File: src/rtl/scsi_ist_pkg.sv
package scsi_ist_pkg;
    localparam int unsigned ST_W = 8;

    // status register 0 bit positions
    localparam int unsigned B0_PAR = 0;
    localparam int unsigned B0_RST = 1;
    localparam int unsigned B0_UDC = 2;
    // status register 1 bit positions
    localparam int unsigned B1_HTH = 0;
    localparam int unsigned B1_GPT = 1;
    localparam int unsigned B1_STO = 2;

    typedef struct packed {
        logic [ST_W-1:0]   st0;
        logic [ST_W-1:0]   st1;
        logic [2*ST_W-1:0] mask;
    } ist_state_t;
endpackage

File: src/rtl/scsi_ist_parity.sv
module scsi_ist_parity #(
    parameter int unsigned DATA_W = 8,
    parameter bit          ODD    = 1'b1
) (
    input  logic [DATA_W-1:0] data_i,
    output logic              par_o
);
    generate
        if (ODD) begin : g_odd
            assign par_o = ~(^data_i);
        end else begin : g_even
            assign par_o = ^data_i;
        end
    endgenerate
endmodule

File: src/rtl/scsi_ist_rst_edge.sv
module scsi_ist_rst_edge #(
    parameter int unsigned SYNC_STAGES = 2
) (
    input  logic clk,
    input  logic rst_n,
    input  logic level_i,
    output logic rise_o
);
    logic [SYNC_STAGES-1:0] sync_d, sync_q;
    logic                   prev_d, prev_q;

    always_comb begin
        sync_d = {sync_q[SYNC_STAGES-2:0], level_i};
        prev_d = sync_q[SYNC_STAGES-1];
    end

    always_ff @(posedge clk or negedge rst_n) begin
        if (!rst_n) begin
            sync_q <= '0;
            prev_q <= 1'b0;
        end else begin
            sync_q <= sync_d;
            prev_q <= prev_d;
        end
    end

    assign rise_o = sync_q[SYNC_STAGES-1] & ~prev_q;
endmodule

File: src/rtl/scsi_int_status.sv
module scsi_int_status
    import scsi_ist_pkg::*;
#(
    parameter int unsigned DATA_W      = 8,
    parameter int unsigned SYNC_STAGES = 2
) (
    input  logic              clk,
    input  logic              rst_n,
    input  logic              initiator_i,
    input  logic              low_level_i,
    input  logic              disc_evt_i,
    input  logic              disc_expected_i,
    input  logic              sel_timeout_i,
    input  logic              gp_timer_i,
    input  logic              hth_timer_i,
    input  logic              bus_rst_raw_i,
    input  logic              local_rst_i,
    input  logic              rx_strobe_i,
    input  logic [DATA_W-1:0] rx_data_i,
    input  logic              rx_par_i,
    input  logic              par_chk_en_i,
    input  logic [DATA_W-1:0] tx_data_i,
    output logic              tx_par_o,
    input  logic              rd_stat0_i,
    input  logic              rd_stat1_i,
    input  logic              mask_wr_i,
    input  logic [2*ST_W-1:0] mask_wdata_i,
    output logic [ST_W-1:0]   status0_o,
    output logic [ST_W-1:0]   status1_o,
    output logic [2*ST_W-1:0] mask_o,
    output logic              irq_o
);
    localparam int unsigned MASK_W = 2 * ST_W;

    ist_state_t      st_d, st_q;
    logic            rst_rise;
    logic            rx_par_exp;
    logic            par_err;
    logic            udc_set;
    logic            report_ok;
    logic [ST_W-1:0] set0, set1;

    // one synchronizer serves both the external line and the local control
    scsi_ist_rst_edge #(.SYNC_STAGES(SYNC_STAGES)) u_rst_edge (
        .clk     (clk),
        .rst_n   (rst_n),
        .level_i (bus_rst_raw_i | local_rst_i),
        .rise_o  (rst_rise)
    );

    scsi_ist_parity #(.DATA_W(DATA_W), .ODD(1'b1)) u_rx_par (
        .data_i (rx_data_i),
        .par_o  (rx_par_exp)
    );

    scsi_ist_parity #(.DATA_W(DATA_W), .ODD(1'b1)) u_tx_par (
        .data_i (tx_data_i),
        .par_o  (tx_par_o)
    );

    always_comb begin
        // disconnects are reported in initiator or low-level mode only
        report_ok = initiator_i | low_level_i;
        udc_set   = report_ok & (sel_timeout_i |
                    (disc_evt_i & (low_level_i | ~disc_expected_i)));
        par_err   = rx_strobe_i & par_chk_en_i & (rx_par_i != rx_par_exp);

        set0         = '0;
        set0[B0_PAR] = par_err;
        set0[B0_RST] = rst_rise;
        set0[B0_UDC] = udc_set;

        set1         = '0;
        set1[B1_HTH] = hth_timer_i;
        set1[B1_GPT] = gp_timer_i;
        set1[B1_STO] = sel_timeout_i;

        st_d     = st_q;
        // clear on read, but a new event in the read cycle wins
        st_d.st0 = (st_q.st0 & ~{ST_W{rd_stat0_i}}) | set0;
        st_d.st1 = (st_q.st1 & ~{ST_W{rd_stat1_i}}) | set1;
        if (mask_wr_i) begin
            st_d.mask = mask_wdata_i;
        end
    end

    always_ff @(posedge clk or negedge rst_n) begin
        if (!rst_n) begin
            st_q <= '0;
        end else begin
            st_q <= st_d;
        end
    end

    assign status0_o = st_q.st0;
    assign status1_o = st_q.st1;
    assign mask_o    = st_q.mask;
    assign irq_o     = |({st_q.st1, st_q.st0} & st_q.mask[MASK_W-1:0]);
endmodule

File: config.mk
export PLATFORM = sky130hd
export DESIGN_NAME = scsi_int_status
export DESIGN_NICKNAME = d
export VERILOG_FILES = /design/src/rtl/scsi_ist_pkg.sv /design/src/rtl/scsi_ist_parity.sv /design/src/rtl/scsi_ist_rst_edge.sv /design/src/rtl/scsi_int_status.sv
export SDC_FILE = /design/constraint.sdc
export NUM_CORES = 1
export LEC_CHECK = 0
export BUFFER_PORTS_ARGS = -buffer_cell sky130_fd_sc_hd__clkbuf_2
export CORE_MARGIN = 8
export CORE_UTILIZATION = 40
export CTS_CLUSTER_SIZE = 20
export DETAILED_ROUTE_END_ITERATION = 12
export PLACE_DENSITY = 0.73
export SLEW_MARGIN = 10
export SYNTH_ARGS = -nofsm -noshare
export SYNTH_HDL_FRONTEND = slang
export SYNTH_SLANG_ARGS = --single-unit
File: constraint.sdc
create_clock -name clk -period 1.4 [get_ports clk]
set_input_delay 0.21 -clock clk [delete_from_list [all_inputs] [get_ports clk]]
set_output_delay 0.21 -clock clk [all_outputs]
set_load 0.005 [all_outputs]
==> summary.txt, run 1 <==
Clock tree
  – Clock-pin slew on the worst setup and hold paths: 0.11 ns
  – CTS tree: built
  – CTS Sinks: 35
  – Max Root-Sink Buffers: 2
  – CTS root buf: clkbuf_4
  – Worst-Skew Late Latency: 0.33 ns
  – Total CTS buffers: 5
  – H-Tree Depth: 2

Drt
  – Routed Antenna Nets: 0
  – Starting DRT DRC Count: 18
  – Drc violations: 0
  – Detailed-route via count: 1154
  – Metal3 WL: 435 µm
  – Per-cell routed wire length: 15.9 µm
  – First-pass DRT Iterations: 3
  – Post-Route WL: 3890 µm
  – Top Layer Used: met4
  – Met2 wire length: 1990 µm
  – DR vias/cell: 4.73
  – M1 wire length: 1430 µm

Worst setup path
  – CP Class: reg -> out
  – Worst EP required: 1.19 ns
  – CP arrival: 1.41 ns
  – CP Launch Type: flip-flop
  – CP Capture Type: primary output
  – Highest net fanout along the worst path: 2

Synthesis
  – Ys flop type: dfrtp_1
  – Mapped Avg Cell Area: 14.1 µm²
  – Yosys top cell by area: dfrtp_1
  – Mapped Cells: 102
  – Async SR Flop Fraction: 100%
  – Sequential share of the synthesized area: 61.1%
  – Mapped cell area: 1430 µm²
  – Area contributors post-synth: dfrtp_1, mux2_2, xnor2_1
  – Synth top area share: 61.1%
  – Yosys reg bits: 35
  – Number of synthesized flops with an enable pin: 0
  – Yosys cell types: 19
  – Most frequent cell after synthesis: dfrtp_1
  – Most instantiated cells after synthesis: dfrtp_1, mux2_2, xnor2_1
  – Synth Net Count: 151
  – Yosys warns: 0

Finish
  – Synth-to-layout area growth: 42.7%
  – Fraction of layout cells with a size suffix above 1: 59.6%
  – Sequential Area: 876 µm²
  – Antenna fix cells: 0
  – # fillers: 288
  – Finished Core Util: 60.4%
  – Post-layout net count: 246
  – Multi-input gate area: 554 µm²

Hold path
  – Worst Hold Class: in -> reg

Floorplanning
  – Die X: 75.9 µm
  – Initial Utilization: 42.3%
  – Die H: 75.9 µm
  – Top Ports: 83
  – Core area: 3390 µm²
  – # rows: 21
  – Die area: 5760 µm²

Global route
  – Largest net degree at the start of global routing: 20
  – Initial antenna violation count: 0
  – Total track usage: 14.2%
  – Grt ovf: 0
  – First-pass GRT wire length: 5980 µm
  – Vias in the first global route: 1256

STA
  – Hold Violations, Final: 0
  – Skew final: 0.00621 ns
  – Max Freq: 0.616 GHz
  – Setup ws final: -0.223 ns
  – Final Slew Violations: 0
  – Final setup viols: 1
  – Worst Max-Slew Pin Slew: 0.436 ns
  – RSZ-0062 raised after global routing: true
  – Slew HR: 71.0%
  – Minimum clock period: 1.62 ns
  – TNS Setup: -0.223 ns
  – Fin crit share: 116%

Place
  – Place WS: 0.00956 ns
  – Gpl congestion: 0.692
  – # port buffers: 82
  – Dpl hpwl: 3230 µm

Power and ir drop
  – Max IR drop VDD: 0.585 mV
  – PD cells: 1010 nW/µm²
  – Static Leakage: 1.06 nW

Flow run
  – Max-Cap Viols: 0

Run status
  – Failing checks: negative setup slack
  – Status: complete, but fails checks
[area by class of cell]
class / count / area share (%)
multi-input cells: 60 / 27.1
inverters: 5 / 0.917
clock buffers: 6 / 2.02
well taps: 46 / 2.81
clock inverters: 2 / 0.612
flip-flops and latches: 35 / 42.8
repair buffers: 90 / 23.7
[worst max-delay path, cell delays in order (launching register included)]
cell and delay, ns:
dfrtp_1 0.39, a22o_1 0.25, a221oi_2 0.21, nand4_1 0.11, clkbuf_2 0.13
[sequential cells by signal, summed over array words and instances, names as in the netlist]
| name | flops |
|---|---|
| status0_o | 8 |
| status1_o | 8 |
| u_rst_edge.sync_q | 2 |
| mask_o | 16 |
| u_rst_edge.prev_q | 1 |
[power breakdown]
part	internal [mW]	total, mW	switching, mW
sequential	1.08	1.14	0.0589
combinational	0.251	0.422	0.171
clock	0.194	0.516	0.322
total	1.52	2.08	0.552
[timing repair]
item,in CTS,in global routing
cloned,0,0
hold endpoints to repair,16,0
endpoints found under the setup margin,1,1
hold buffers,1,0
setup buffers,2,3
resized for setup,4,0
[through the flow]
stage	cell area, µm²	power (mW)	std cells	hold slack, ns
finish	2050	2.08	244	0.0622
global route	2050	2.20	244	0.0393
CTS	2020	2.10	241	0.0457
detailed placement	1920	1.56	230	0.169
global placement	1920	1.54	230	0.159
floorplan	1430	1.33	102	-0.0856
[cells by family (layout without fill, tap and decap cells)]
group | count (synthesis) | in the layout | share of synthesized area [%]
flops | 35 | 35 | 61.1
mux | 16 | 16 | 12.6
compound gates | 15 | 15 | 8.11
simple gates | 15 | 15 | 6.20
xor+xnor | 14 | 14 | 10.0
buf+inv | 7 | 103 | 2.01
[layout by cell type, fill, tap and decap left out, types with 3 or more instances in the layout]
cell | Yosys | layout
o22ai_1 | 3 | 3
buf_4 | 0 | 6
nor2b_1 | 10 | 10
a221oi_2 | 0 | 4
clkbuf_4 | 0 | 5
dfrtp_1 | 35 | 35
clkbuf_2 | 0 | 82
a22o_1 | 4 | 4
a21o_1 | 3 | 3
xnor2_1 | 11 | 11
mux2_2 | 16 | 16
inv_1 | 5 | 5
[worst paths after layout]
check | from | slack (ns) | end | cells past startpoint
max | mask_o[2] | -0.22 | irq_o | 4
min | gp_timer_i | 0.06 | status1_o[1] | 2
min reg2reg | u_rst_edge.sync_q[0] | 0.37 | u_rst_edge.sync_q[1] | 0
max reg2reg | mask_o[2] | 0.40 | mask_o[2] | 3
min in group asynchronous | rst_n | 0.33 | status1_o[4] | 2
max in group asynchronous | rst_n | 0.61 | mask_o[10] | 3
[routing by layer]
layer | vias up | track usage (%)
li1 | 547 | -
met1 | 555 | 15.0
met2 | 48 | 24.4
met3 | 4 | 7.11
met4 | 0 | 3.84
met5 | - | 0
Power figures use the tool's default switching activity.
==> run 2: changes to the inputs <==
- CORE_UTILIZATION: 40 -> 39
- PLACE_DENSITY: 0.73 -> 0.74
- SETUP_SLACK_MARGIN: default -> 0.05
- clock period: 1.4 -> 1.49 ns (I/O delays scaled with it)
==> run 2 against run 1 <==
Net effect: flip-flop and latch count did not move; critical path type unchanged; design area rose by 1.2%; first-iteration DRC count rose by 11%; the flow still finishes with violations (negative setup slack); count of clock-buffer cells in the layout did not move; largest cell class unchanged; via count fell by 1.1%; combinational power fell by 8.1%; sequential share of layout area fell by 0.49 points; power fell by 1.2%; die area rose by 2.0%; cell count rose by 0.82%; clock skew fell by 0.0059 ns; wire length fell by 4.5%.
==> summary.txt, run 2 (synthesized netlist as in run 1, its figures left out) <==
Global route
  – Vias in the first global route: 1211 (-3.6%)
  – Initial antenna violation count: 0 (unchanged)
  – Total track usage: 13.5% (-0.74 points)
  – Largest net degree at the start of global routing: 36 (+80%)
  – First-pass GRT wire length: 6230 µm (+4.3%)
  – Grt ovf: 0 (unchanged)

Floorplanning
  – Core area: 3610 µm² (+6.4%)
  – Die H: 76.6 µm (+1.0%)
  – Die area: 5870 µm² (+2.0%)
  – Top Ports: 83 (unchanged)
  – # rows: 22 (+4.8%)
  – Die X: 76.6 µm (+1.0%)
  – Initial Utilization: 39.8% (-2.5 points)

Finish
  – Multi-input gate area: 554 µm² (unchanged)
  – Fraction of layout cells with a size suffix above 1: 59.6% (unchanged)
  – # fillers: 314 (+9.0%)
  – Post-layout net count: 248 (+0.81%)
  – Antenna fix cells: 0 (unchanged)
  – Synth-to-layout area growth: 44.3%
  – Max reg flops: 16 (unchanged)
  – Most common cell after layout, fill and taps aside: clkbuf_2
  – Commonest cells after routing, fill and taps aside: clkbuf_2, dfrtp_1, mux2_2, xnor2_1, nor2b_1
  – Sequential Area: 876 µm² (unchanged)

STA
  – TNS Setup: -0.0615 ns (+0.161 ns)
  – Final setup viols: 1 (unchanged)
  – Worst Max-Slew Pin Slew: 0.427 ns (-0.00875 ns)
  – Fin crit share: 104%
  – Hold Violations, Final: 0 (unchanged)
  – Setup ws final: -0.0615 ns (+0.161 ns)
  – Minimum clock period: 1.55 ns
  – Slew HR: 71.5% (+0.58 points)
  – Final Slew Violations: 0 (unchanged)
  – Max Freq: 0.645 GHz
  – RSZ-0062 raised after global routing: true
  – Skew final: 0.000260 ns (-0.00595 ns)

Power and ir drop
  – Switching share of power: 24.0% (-2.6 points)
  – PD cells: 991 nW/µm² (-2.3%)
  – Static Leakage: 1.08 nW (+1.5%)
  – Max IR drop VDD: 0.464 mV (-21%)
  – Gate power share: 18.9% (-1.4 points)
  – Final Total Pwr: 2.05 mW (-1.2%)
  – Clock share of power: 29.0% (+4.1 points)
  – P_sw: 492 µW (-11%)
  – Pint: 1.56 mW (+2.3%)
  – Flop pwr share: 52.1% (-2.7 points)

Drt
  – Detailed-route via count: 1141 (-1.1%)
  – First-pass DRT Iterations: 4 (+1)
  – Post-Route WL: 3710 µm (-4.5%)
  – Per-cell routed wire length: 15.1 µm (-5.3%)
  – Drc violations: 0 (unchanged)
  – DR vias/cell: 4.64 (-1.9%)
  – Routed Antenna Nets: 0 (unchanged)
  – Starting DRT DRC Count: 20 (+2)

Clock tree
  – Clock-pin slew on the worst setup and hold paths: 0.06 ns (-0.05 ns)
  – Worst-Skew Late Latency: 0.27 ns (-0.06 ns)
  – CTS tree: built
  – CTS root buf: clkbuf_8
  – H-Tree Depth: 2 (unchanged)
  – Total CTS buffers: 5 (unchanged)
  – CTS Sinks: 35 (unchanged)
  – Max Root-Sink Buffers: 2 (unchanged)

Place
  – Dpl hpwl: 2970 µm (-7.9%)
  – Gpl congestion: 0.707 (+2.1%)
  – # port buffers: 82 (unchanged)

Worst setup path
  – CP Launch Type: flip-flop
  – Slowest-stage cell, CP: dfrtp_1
  – CP Class: reg -> out
  – Max stage delay on crit path: 0.38 ns (about the same)
  – CP arrival: 1.33 ns (-0.08 ns)
  – CP Cell Sequence: a22o_1, a221oi_2, nand4_1, clkbuf_2
  – Worst EP required: 1.27 ns (+0.08 ns)
  – CP Capture Type: primary output
  – Highest net fanout along the worst path: 2 (unchanged)

Run status
  – Failing checks: negative setup slack
  – Status: complete, but fails checks

Flow run
  – Max-Cap Viols: 0 (unchanged)

Hold path
  – Worst Hold Class: in -> reg
## run 2: cell count changes in the layout (fill, tap and decap cells not counted), sizes merged
| cell | before | now |
|---|---|---|
| clkinvlp | 1 | 0 |
| buf | 7 | 9 |
| clkinv | 1 | 0 |
## run 2: routing by layer
layer / wire length, µm / global-route usage, %
met1: 1370 / 13.8
met2: 1950 / 23.0
met3: 332 / 6.60
met4: 56 / 5.38
met5: 0 / 0
## run 2: what timing repair did
| action | CTS | global route |
|---|---|---|
| setup buffers | 7 | 1 |
| hold buffers | 1 | 0 |
| pin swaps | 2 | 1 |
| endpoints found under the setup margin | 1 | 1 |
| resized for setup | 4 | 0 |
| endpoints found under the hold margin | 35 | 0 |
## run 2: area by class of cell
cell class	instances	area share, %
sequential	35	42.3
multi-input combinational	60	26.8
timing repair buffer	92	23.6
clock buffer	6	3.51
tap	48	2.90
inverter	5	0.907
## run 2: final timing paths
check / start / end / slack [ns] / cells past startpoint
worst max-delay path: mask_o[0] / irq_o / -0.06 / 4
worst min-delay path: hth_timer_i / status1_o[0] / 0.13 / 2
worst max register to register: mask_o[5] / mask_o[5] / 0.49 / 3
worst min register to register: u_rst_edge.sync_q[0] / u_rst_edge.sync_q[1] / 0.35 / 0
max in group asynchronous: rst_n / status0_o[7] / 0.67 / 3
min in group asynchronous: rst_n / mask_o[2] / 0.52 / 3
## run 2: critical path: cells and delay by family (launching register included)
| kind | cells | cell delay, ns |
|---|---|---|
| compound gates | 2 | 0.44 |
| flops | 1 | 0.38 |
| simple gates | 1 | 0.11 |
| buf+inv | 1 | 0.13 |
## run 2: per-stage QoR
step	utilization [%]	hold slack, ns	std cells	cell area [µm²]	setup slack, ns
3_3_place_gp	52.7	0.283	231	1900	0.129
2_1_floorplan	-	-0.0721	102	1430	0.336
3_5_place_dp	52.7	0.273	231	1900	0.133
4_1_cts	57.2	0.123	245	2060	-0.0647
6_report	57.4	0.129	246	2070	-0.0615
5_1_grt	57.4	0.123	246	2070	-0.137
## run 2: power by group through the flow
| stage | Combinational (mW) | Clock [mW] | Sequential [mW] |
|---|---|---|---|
| 6_report | 0.388 | 0.595 | 1.07 |
| 2_1_floorplan | 0.168 | 0 | 1.08 |
| 3_3_place_gp | 0.365 | 0 | 1.08 |
| 3_5_place_dp | 0.366 | 0 | 1.08 |
| 4_1_cts | 0.393 | 0.611 | 1.07 |
| 5_1_grt | 0.429 | 0.657 | 1.08 |
==> run 3: changes to the inputs <==
==> constraint.sdc (replaced) <==
create_clock -name clk -period 1.49 [get_ports clk]
set_input_delay 0.149 -clock clk [delete_from_list [all_inputs] [get_ports clk]]
set_output_delay 0.149 -clock clk [all_outputs]
set_load 0.005 [all_outputs]
==> run 3 against run 2 <==
Net effect: the flow still finishes with violations (negative setup slack); cell count decreased by 2.0%; die area is the same; combinational power down 2%; sequential share of layout area grew 0.78 points; setup slack better by 0.040 ns; utilization fell by 1.0 points; maximum frequency up 2.6%; largest power group unchanged.
==> summary.txt, run 3 (synthesized netlist as in run 1, its figures left out) <==
Run status
  – Status: complete, but fails checks
  – Failing checks: negative setup slack

Clock tree
  – H-Tree Depth: 2 (unchanged)
  – CTS Sinks: 35 (unchanged)
  – Max Root-Sink Buffers: 2 (unchanged)
  – Worst-Skew Late Latency: 0.27 ns (about the same)
  – CTS tree: built
  – Total CTS buffers: 5 (unchanged)
  – Clock-pin slew on the worst setup and hold paths: 0.06 ns (about the same)
  – CTS root buf: clkbuf_8

STA
  – Fin crit share: 101% (-2.7 points)
  – Slew HR: 70.2% (-1.3 points)
  – Skew final: 0.000501 ns (+0.000241 ns)
  – Final setup viols: 1 (unchanged)
  – Max Freq: 0.662 GHz (+2.6%)
  – Worst Max-Slew Pin Slew: 0.447 ns (+0.0196 ns)
  – Final Slew Violations: 0 (unchanged)
  – Worst hold slack: 0.0588 ns (-0.0702 ns)
  – RSZ-0062 raised after global routing: true
  – Setup ws final: -0.0215 ns (+0.0400 ns)
  – TNS Setup: -0.0215 ns (+0.0400 ns)
  – Hold Violations, Final: 0 (unchanged)
  – Minimum clock period: 1.51 ns (-0.0400 ns)

Floorplanning
  – Initial Utilization: 39.8% (unchanged)
  – Top Ports: 83 (unchanged)
  – Die area: 5870 µm² (unchanged)
  – Core area: 3610 µm² (unchanged)
  – # rows: 22 (unchanged)
  – Die X: 76.6 µm (unchanged)
  – Die H: 76.6 µm (unchanged)

Place
  – Gpl congestion: 0.709 (+0.27%)
  – # port buffers: 82 (unchanged)
  – Dpl hpwl: 3030 µm (+1.8%)

Power and ir drop
  – Max IR drop VDD: 0.431 mV (-7.3%)
  – Static Leakage: 1.05 nW (-2.4%)
  – PD cells: 1010 nW/µm² (+1.7%)

Drt
  – DR vias/cell: 4.62 (-0.43%)
  – Drc violations: 0 (unchanged)
  – Per-cell routed wire length: 15.3 µm (+1.4%)
  – Starting DRT DRC Count: 26 (+30%)
  – Detailed-route via count: 1113 (-2.5%)
  – Routed Antenna Nets: 0 (unchanged)
  – First-pass DRT Iterations: 4 (unchanged)
  – Post-Route WL: 3690 µm (-0.62%)

Global route
  – Initial antenna violation count: 0 (unchanged)
  – Vias in the first global route: 1186 (-2.1%)
  – Grt ovf: 0 (unchanged)
  – First-pass GRT wire length: 6060 µm (-2.8%)
  – Total track usage: 12.9% (-0.61 points)
  – Largest net degree at the start of global routing: 36 (unchanged)

Finish
  – Most common cell after layout, fill and taps aside: clkbuf_2
  – Commonest cells after routing, fill and taps aside: clkbuf_2, dfrtp_1, mux2_2, xnor2_1, nor2b_1
  – Synth-to-layout area growth: 41.7%
  – Max reg flops: 16 (unchanged)
  – # fillers: 314 (unchanged)
  – Multi-input gate area: 554 µm² (unchanged)
  – Sequential Area: 876 µm² (unchanged)
  – Fraction of layout cells with a size suffix above 1: 58.5% (-1.0 points)
  – Post-layout net count: 243 (-2.0%)
  – Antenna fix cells: 0 (unchanged)

Worst setup path
  – CP arrival: 1.36 ns (+0.03 ns)
  – Worst EP required: 1.34 ns (+0.07 ns)
  – CP Class: reg -> out
  – CP Capture Type: primary output
  – CP Launch Type: flip-flop
  – Highest net fanout along the worst path: 2 (unchanged)

Hold path
  – Worst Hold Class: in -> reg

Flow run
  – Max-Cap Viols: 0 (unchanged)
-- run 3: changes by cell type in the layout (fill, tap and decap cells not counted), sizes merged --
cell	before	now
buf	9	4
-- run 3: metal layers --
metal	global-route usage [%]	part of all wire, %	vias up
met5	0	0	-
met4	5.00	1.2	0
met3	5.66	8.2	6
met2	21.9	52	43
met1	13.7	38	529
li1	-	-	535
-- run 3: what timing repair did --
action,4_1_cts,5_1_grt
buffers inserted,2,1
hold buffers,1,0
hold endpoints to repair,35,0
pin swaps,1,1
endpoints found under the setup margin,1,1
resized for setup,4,0
-- run 3: final cells by class --
| class | instances | share of cell area (%) |
|---|---|---|
| sequential | 35 | 43.1 |
| multi-input combinational | 60 | 27.3 |
| timing repair buffer | 87 | 22.2 |
| clock buffer | 6 | 3.57 |
| tap | 48 | 2.96 |
| inverter | 5 | 0.924 |
-- run 3: stage by stage --
step	cells	setup WS, ns	power (mW)	utilization (%)	instance area (µm²)
global route	241	-0.0725	2.16	56.3	2030
floorplan	102	0.411	1.25	-	1430
global placement	231	0.202	1.44	52.7	1900
finish	241	-0.0215	2.05	56.3	2030
CTS	240	-0.00459	2.07	56.1	2020
detailed placement	231	0.189	1.45	52.7	1900
-- run 3: worst paths after layout --
| check | from | endpoint | slack (ns) | cells past startpoint |
|---|---|---|---|---|
| max in group asynchronous | rst_n | status0_o[0] | 0.75 | 3 |
| min | hth_timer_i | status1_o[0] | 0.06 | 2 |
| max | mask_o[0] | irq_o | -0.02 | 4 |
| min reg2reg | u_rst_edge.sync_q[0] | u_rst_edge.sync_q[1] | 0.35 | 0 |
| min in group asynchronous | rst_n | mask_o[2] | 0.43 | 3 |
| max reg2reg | mask_o[0] | mask_o[0] | 0.49 | 3 |
-- run 3: worst max-delay path, stage by stage, from the launching register on --
cell and delay (ns):
dfrtp_1 0.38, a22o_1 0.24, a221oi_2 0.22, nand4_1 0.12, clkbuf_2 0.13
-- run 3: report_power, final --
part / switching (mW) / internal [mW] / leakage [nW]
sequential: 0.0535 / 1.02 / 0.426
combinational: 0.156 / 0.226 / 0.589
clock: 0.287 / 0.311 / 0.0371
